`config.mk`:
```
export PLATFORM = sky130hd
export DESIGN_NAME = irq_gate_ctrl
export DESIGN_NICKNAME = d
export VERILOG_FILES = /design/src/rtl/irq_gate_pkg.sv /design/src/rtl/irq_src_any.sv /design/src/rtl/gie_flag.sv /design/src/rtl/wake_decide.sv /design/src/rtl/irq_gate_ctrl.sv
export SDC_FILE = /design/constraint.sdc
export NUM_CORES = 1
export LEC_CHECK = 0
export BUFFER_PORTS_ARGS = -buffer_cell sky130_fd_sc_hd__buf_2
export CAP_MARGIN = 20
export CORE_AREA = 2 2 39 41
export DETAILED_ROUTE_END_ITERATION = 8
export DIE_AREA = 0 0 41 43
export GPL_TIMING_DRIVEN = 1
export MAX_ROUTING_LAYER = met4
export PLACE_DENSITY = 0.61
export SLEW_MARGIN = 20
export SYNTH_ARGS = -nofsm -noshare
export SYNTH_HDL_FRONTEND = slang
export SYNTH_SLANG_ARGS = --single-unit
```
`constraint.sdc`:
```
create_clock -name clk -period 1.45 [get_ports clk]
set_input_delay 0.145 -clock clk [delete_from_list [all_inputs] [get_ports clk]]
set_output_delay 0.145 -clock clk [all_outputs]
set_load 0.005 [all_outputs]
```
`src/rtl/irq_gate_pkg.sv`:
```
package irq_gate_pkg;
    typedef struct packed {
        logic gie;
    } gate_state_t;

    localparam gate_state_t GATE_RESET = '{gie: 1'b0};
endpackage

```
`src/rtl/irq_src_any.sv`:
```
module irq_src_any #(
    parameter int NUM_SRC = 8
) (
    input  logic [NUM_SRC-1:0] src_pend,
    input  logic [NUM_SRC-1:0] src_mask,
    output logic               any_live
);
    logic [NUM_SRC-1:0] live;

    for (genvar i = 0; i < NUM_SRC; i++) begin : g_src
        assign live[i] = src_pend[i] & src_mask[i];
    end

    assign any_live = |live;
endmodule

```
`src/rtl/gie_flag.sv`:
```
module gie_flag
    import irq_gate_pkg::*;
(
    input  logic clk,
    input  logic rst_n,
    input  logic take,
    input  logic op_eni,
    input  logic op_disi,
    input  logic op_reti,
    output logic gie
);
    gate_state_t st_d, st_q;

    always_comb begin
        st_d = st_q;
        if (take) begin
            st_d.gie = 1'b0;
        end else if (op_disi) begin
            st_d.gie = 1'b0;
        end else if (op_eni || op_reti) begin
            st_d.gie = 1'b1;
        end
    end

    always_ff @(posedge clk) begin
        if (!rst_n) st_q <= GATE_RESET;
        else        st_q <= st_d;
    end

    assign gie = st_q.gie;

    assert_entry_clears_R5: assert property (@(posedge clk) disable iff (!rst_n)
        take |=> !gie);
    assert_disable_wins_R3: assert property (@(posedge clk) disable iff (!rst_n)
        op_disi |=> !gie);
    assert_rise_cause_R2: assert property (@(posedge clk) disable iff (!rst_n)
        $rose(gie) |-> $past(op_eni || op_reti));
    assert_hold_R9: assert property (@(posedge clk) disable iff (!rst_n)
        (!take && !op_eni && !op_disi && !op_reti) |=> $stable(gie));
endmodule

```
`src/rtl/wake_decide.sv`:
```
module wake_decide (
    input  logic sleeping,
    input  logic any_live,
    input  logic gie,
    output logic wake_req,
    output logic wake_branch
);
    always_comb begin
        wake_req    = sleeping && any_live;
        wake_branch = wake_req && gie;
    end
endmodule

```
`src/rtl/irq_gate_ctrl.sv`:
```
module irq_gate_ctrl #(
    parameter int NUM_SRC  = 8,
    parameter int VEC_W    = 10,
    parameter int VEC_ADDR = 1
) (
    input  logic               clk,
    input  logic               rst_n,
    input  logic [NUM_SRC-1:0] src_pend,
    input  logic [NUM_SRC-1:0] src_mask,
    input  logic               op_eni,
    input  logic               op_disi,
    input  logic               op_reti,
    input  logic               sleeping,
    input  logic               insn_end,
    output logic               gie,
    output logic               take_irq,
    output logic [VEC_W-1:0]   take_vec,
    output logic               wake_req,
    output logic               wake_branch
);
    localparam logic [VEC_W-1:0] VEC = VEC_W'(VEC_ADDR);

    logic any_live;
    logic take;

    irq_src_any #(.NUM_SRC(NUM_SRC)) u_any (
        .src_pend (src_pend),
        .src_mask (src_mask),
        .any_live (any_live)
    );

    gie_flag u_flag (
        .clk     (clk),
        .rst_n   (rst_n),
        .take    (take),
        .op_eni  (op_eni),
        .op_disi (op_disi),
        .op_reti (op_reti),
        .gie     (gie)
    );

    wake_decide u_wake (
        .sleeping    (sleeping),
        .any_live    (any_live),
        .gie         (gie),
        .wake_req    (wake_req),
        .wake_branch (wake_branch)
    );

    always_comb begin
        take     = gie && any_live && insn_end && !sleeping;
        take_irq = take;
        take_vec = take ? VEC : '0;
    end

    assert_vec_on_take_R6: assert property (@(posedge clk) disable iff (!rst_n)
        take_irq |-> (take_vec == VEC));
    assert_take_needs_live_R4: assert property (@(posedge clk) disable iff (!rst_n)
        take_irq |-> (gie && insn_end && !sleeping && |(src_pend & src_mask)));
    assert_branch_needs_wake_R8: assert property (@(posedge clk) disable iff (!rst_n)
        wake_branch |-> (wake_req && gie));
    assert_no_wake_awake_R7: assert property (@(posedge clk) disable iff (!rst_n)
        !sleeping |-> !wake_req);
endmodule

```
==> results.yml, run 1 <==
sta:
  whs_ns: 0.415
  fin_skew_ns: 0
  hold_viol: 0
  rsz0062_at_grt: "no"
  setup_viol: 0
  setup_ws_ns: 0.381
  min_period_ns: 1.07
  slew_viol_final: 0
  fmaxAchievable_mhz: 935
  min_period_over_period_pct: 73.7
  setup_tns_ns: 0
finish:
  area_growth_pct: 59.9
  drive_gt1_share_pct: 57.1
  post-route-util_pct: 21.2
  largest_register_ffs: 1
  insertedDiodeCount: 0
  nets: 74
critical_path:
  cp-start-kind: "primary input"
  timing.rr.end: "u_flag.gie$_SDFFE_PP0P_"
  endpoint: "take_irq"
  crit_start: "src_pend[4]"
  crit_top_cell: "buf_2"
  end_kind: "output port"
  arrival_ns: 0.92
  path_buf_inv: 2
  required_ns: 1.31
  worstPathMaxFanout: 4
  cp_num_cells: 5
  crit_family: "simple AND/OR/NAND/NOR gates"
  crit_type: "in2out"
  cp_slowest_stage_delay_ns: 0.21
  worstPathCellList: "buf_2 -> a22oi_1 -> nand4_1 -> and3_1 -> buf_2"
  regToRegStartpoint: "u_flag.gie$_SDFFE_PP0P_"
  rrSetupSlack_ns: 0.61
  crit_slowest_cell: "and3_1"
  rr_worst_depth: 2
logic_synthesis:
  yosys.area_share.simple_pct: 17.0
  synth.distinct_cells: 12
  muxShareOfSynthArea_pct: 0
  yosysSeqAreaShare_pct: 10.9
  synth_most_common_cell: "buf_4"
  synth.avg_cell_area_um2: 7.66
  synthTopCellsByCount: "buf_4, a22oi_1, and3_1"
  yosysWarnings: 0
  synth_top_area_share_pct: 40.8
  synth_adder_area_share_pct: 0
  yosys.area.top_type: "buf_4"
  synthTopCellsByArea: "buf_4, a22oi_1, dfxtp_1, a22oi_2, and3_1"
  synth_edf_count: 0
  synth_xor_area_share_pct: 0
  ys_seq_elements: 1
  synth.cell_area_um2: 184
  async_reset_ff_share_pct: 0
  synth-compound-area-share_pct: 27.2
  netlist_instances: 24
  synthFlopType: "dfxtp_1"
  synth_top_family_by_area: "buffers and inverters"
floorplanning:
  start_util_pct: 13.3
  fp.dieH_um: 43
  fp-row-count: 14
  coreArea_um2: 1380
  design.die.area_um2: 1760
  boundaryPins: 37
  die_w_um: 41
run_status:
  status: "finished clean"
place:
  pre_cts_ws_ns: 0.366
  gp_congestion: 0.486
  io_buffers: 27
drt:
  ant_nets: 0
  vias_per_cell: 3.58
  dr.pass1.iters: 2
  drt_iter0_drc: 1
  vias: 233
  route.detailed.drc: 0
  wire_per_inst_um: 7.12
  drt_wl_total_um: 463
job:
  maxCapViolations: 0
clocking:
  cts_resized: 0
  clk_latency_ns: 0
  cts_hold_buf: 0
  postCtsSetupBuffers: 0
  path_clk_slew_ns: 0
grt:
  grt_pass1_wl_um: 579
  grt.busiest_layer: "met2"
  track_usage_pct: 4.41
  use_met3_pct: 0
  grt_start_max_net_pins: 6
  use_met2_pct: 10.3
  gr-total-overflow: 0
  grt_pass1_vias: 177
  use_met1_pct: 3.17
  antenna_found_initial: 0
hold_path:
  hp-class: "in2reg"
power:
  p_leak_nw: 0.185
  power_mw: 0.0878
  powerDensity_nw_per_um2: 299
  ir_worst_vdd_mv: 0.0684
## worst min path at each step
| stage | cells after the start | end | start |
|---|---|---|---|
| after floorplan | 2 | u_flag.gie$_SDFFE_PP0P_ | rst_n |
| after global placement | 3 | u_flag.gie$_SDFFE_PP0P_ | rst_n |
| after detailed placement | 3 | u_flag.gie$_SDFFE_PP0P_ | rst_n |
| after CTS | 3 | u_flag.gie$_SDFFE_PP0P_ | rst_n |
| after global routing | 3 | u_flag.gie$_SDFFE_PP0P_ | rst_n |
| final | 3 | u_flag.gie$_SDFFE_PP0P_ | rst_n |
## per-layer routing
metal,part of all wire [%],wire [um]
met5,0,0
met4,0,0
met1,27,127
met2,51,235
met3,21,99
## area by class of cell
class / instances / area (um^2)
Sequential cell: 1 / 20.0
Fill cell: 160 / 1090
Tap cell: 16 / 20.0
Multi-Input combinational cell: 20 / 115
Inverter: 1 / 3.75
Timing Repair Buffer: 27 / 135
## where the power goes
part / internal (mW) / switching [mW]
logic: 0.0336 / 0.0230
clock network: 0 / 0
registers: 0.0298 / 0.00144
## placed cells by master, fill, tap and decap left out
cell,count
and3_1,2
dfxtp_1,1
nand4_1,1
a22oi_2,1
and2_1,1
buf_2,27
conb_1,9
a31oi_1,1
o311ai_0,1
nor2b_1,1
a22oi_1,3
inv_1,1
## logic make-up after synthesis
logic type	Yosys count
other	1
and+or+nand+nor	5
buffers and inverters	11
DFF	1
AOI/OAI and AO/OA	6
## tightest hold or removal path, delay by kind of cell
| family | cells | cell delay (ns) |
|---|---|---|
| compound gates | 2 | 0.12 |
| buf+inv | 1 | 0.09 |
## through the flow
stage                     area (um^2)  instances
after global routing              294         65
final                             294         65
after CTS                         294         65
after global placement            294         65
after floorplan                   214         32
after detailed placement          294         65
(Power assumes the default switching activity.)
==> run 2, diff against run 1 <==
--- a/config.mk
+++ b/config.mk
@@ -12,7 +12,7 @@
 export DIE_AREA = 0 0 41 43
 export GPL_TIMING_DRIVEN = 1
 export MAX_ROUTING_LAYER = met4
-export PLACE_DENSITY = 0.61
+export PLACE_DENSITY = 0.63
 export SLEW_MARGIN = 20
 export SYNTH_ARGS = -nofsm -noshare
 export SYNTH_HDL_FRONTEND = slang
==> constraint.sdc (replaced) <==
create_clock -name clk -period 0.85 [get_ports clk]
set_input_delay 0.085 -clock clk [delete_from_list [all_inputs] [get_ports clk]]
set_output_delay 0.085 -clock clk [all_outputs]
set_load 0.005 [all_outputs]
==> run 2 against run 1 <==
The flow now finishes with violations (setup timing). Largest power group unchanged. Via count grew 4.7%. First-iteration DRC count grew to 3.0 times the previous value. Global-route usage grew 0.72 points.
==> results.yml, run 2 (synthesized netlist as in run 1, its figures left out) <==
run_status:
  status: "finished with violations"
  violations: "setup timing"
critical_path:
  cp-start-kind: "primary input"
  crit_type: "in2out"
  rrSetupSlack_ns: 0.04
  arrival_ns: 0.83
  required_ns: 0.76
  end_kind: "output port"
  worstPathMaxFanout: 4
power:
  power.switching_mw: 0.0499
  powerDensity_nw_per_um2: 518
  power_mw: 0.174
  power_frac_comb_pct: 70.2
  p_leak_nw: 0.199
  power_frac_seq_pct: 29.8
  p_sw_share_pct: 28.6
  ir_worst_vdd_mv: 0.0819
  power.clock.fraction_pct: 0
  intPower_mw: 0.124
grt:
  grt_pass1_vias: 210
  track_usage_pct: 5.12
  antenna_found_initial: 0
  gr-total-overflow: 0
  grt_pass1_wl_um: 662
  grt_start_max_net_pins: 5
sta:
  hold_viol: 0
  slew_viol_final: 0
  fin_skew_ns: 0
  fmaxAchievable_mhz: 1090
  rsz0062_at_grt: "yes"
  min_period_over_period_pct: 108
  setup_ws_ns: -0.0647
  setup_tns_ns: -0.255
  min_period_ns: 0.915
  setup_viol: 5
hold_path:
  hp-class: "in2reg"
finish:
  final_common_cell: "buf_2"
  final.fill_count: 159
  drive_gt1_share_pct: 64.7
  largest_register_ffs: 1
  stdcell_count: 67
  nets: 76
  insertedDiodeCount: 0
  area_growth_pct: 83.0
  post-route-util_pct: 24.3
  layout_common_cells: "buf_2, conb_1, a22oi_2"
drt:
  route.detailed.drc: 0
  vias_per_cell: 3.64
  wire_per_inst_um: 8.28
  dr.pass1.iters: 2
  drt_wl_total_um: 555
  vias: 244
  drt_iter0_drc: 3
  ant_nets: 0
floorplanning:
  boundaryPins: 37
  design.die.area_um2: 1760
  die_w_um: 41
  fp-row-count: 14
  coreArea_um2: 1380
  fp.dieH_um: 43
  start_util_pct: 13.3
clocking:
  path_clk_slew_ns: 0
  clk_latency_ns: 0
  cts_hold_buf: 0
place:
  dp_cells: 66
  io_buffers: 27
  gp_congestion: 0.506
job:
  maxCapViolations: 0
## run 2: changes by cell type in the layout (fill, tap and decap cells not counted)
cell     before  now
buf_4         0    2
a22oi_1       3    0
buf_6         0    2
a22oi_2       1    4
buf_2        27   25
## run 2: layer usage
metal	global-route usage, %	part of all wire [%]	vias to the layer above
li1	-	-	122
met1	3.49	26	102
met2	12.2	58	20
met3	0	16	0
met4	0	0	0
met5	-	0	-
## run 2: area by class of cell
| type | count | area [um^2] | area share (%) |
|---|---|---|---|
| Timing Repair Buffer | 29 | 163 | 48.3 |
| Tap cell | 16 | 20.0 | 5.95 |
| Sequential cell | 1 | 20.0 | 5.95 |
| Inverter | 1 | 3.75 | 1.12 |
| Multi-Input combinational cell | 20 | 130 | 38.7 |
## run 2: path summary, 6_finish.rpt
| check | depth (start not counted) | endpoint | start |
|---|---|---|---|
| worst max-delay path | 5 | take_vec[0] | src_mask[7] |
| worst min-delay path | 3 | u_flag.gie$_SDFFE_PP0P_ | rst_n |
| worst max register to register | 2 | u_flag.gie$_SDFFE_PP0P_ | u_flag.gie$_SDFFE_PP0P_ |
| worst min register to register | 2 | u_flag.gie$_SDFFE_PP0P_ | u_flag.gie$_SDFFE_PP0P_ |
## run 2: power by group through the flow
stage	combinational, mW	sequential [mW]	clock [mW]
after floorplan	0.0657	0.0534	0
after global placement	0.102	0.0518	0
after detailed placement	0.105	0.0520	0
after CTS	0.117	0.0520	0
after global routing	0.137	0.0521	0
final	0.122	0.0520	0
## run 2: stage by stage
stage / setup WS (ns) / instance area (um^2) / hold WS [ns]
4_1_cts: -0.0797 / 325 / 0.359
3_5_place_dp: -0.138 / 302 / 0.360
5_1_grt: -0.122 / 337 / 0.380
3_3_place_gp: -0.107 / 302 / 0.362
2_1_floorplan: 0.0390 / 214 / 0.240
6_report: -0.0647 / 337 / 0.354
## run 2: timing repair
item                                    4_1_cts  5_1_grt
endpoints found under the setup margin        4        5
setup buffers                                 1        0
gates resized for setup                       3        2
pin swaps                                     5        1
## run 2: critical path: stages
cell and delay [ns]:
buf_6 0.09, a22oi_2 0.17, nand4_1 0.17, and3_1 0.19, buf_2 0.12
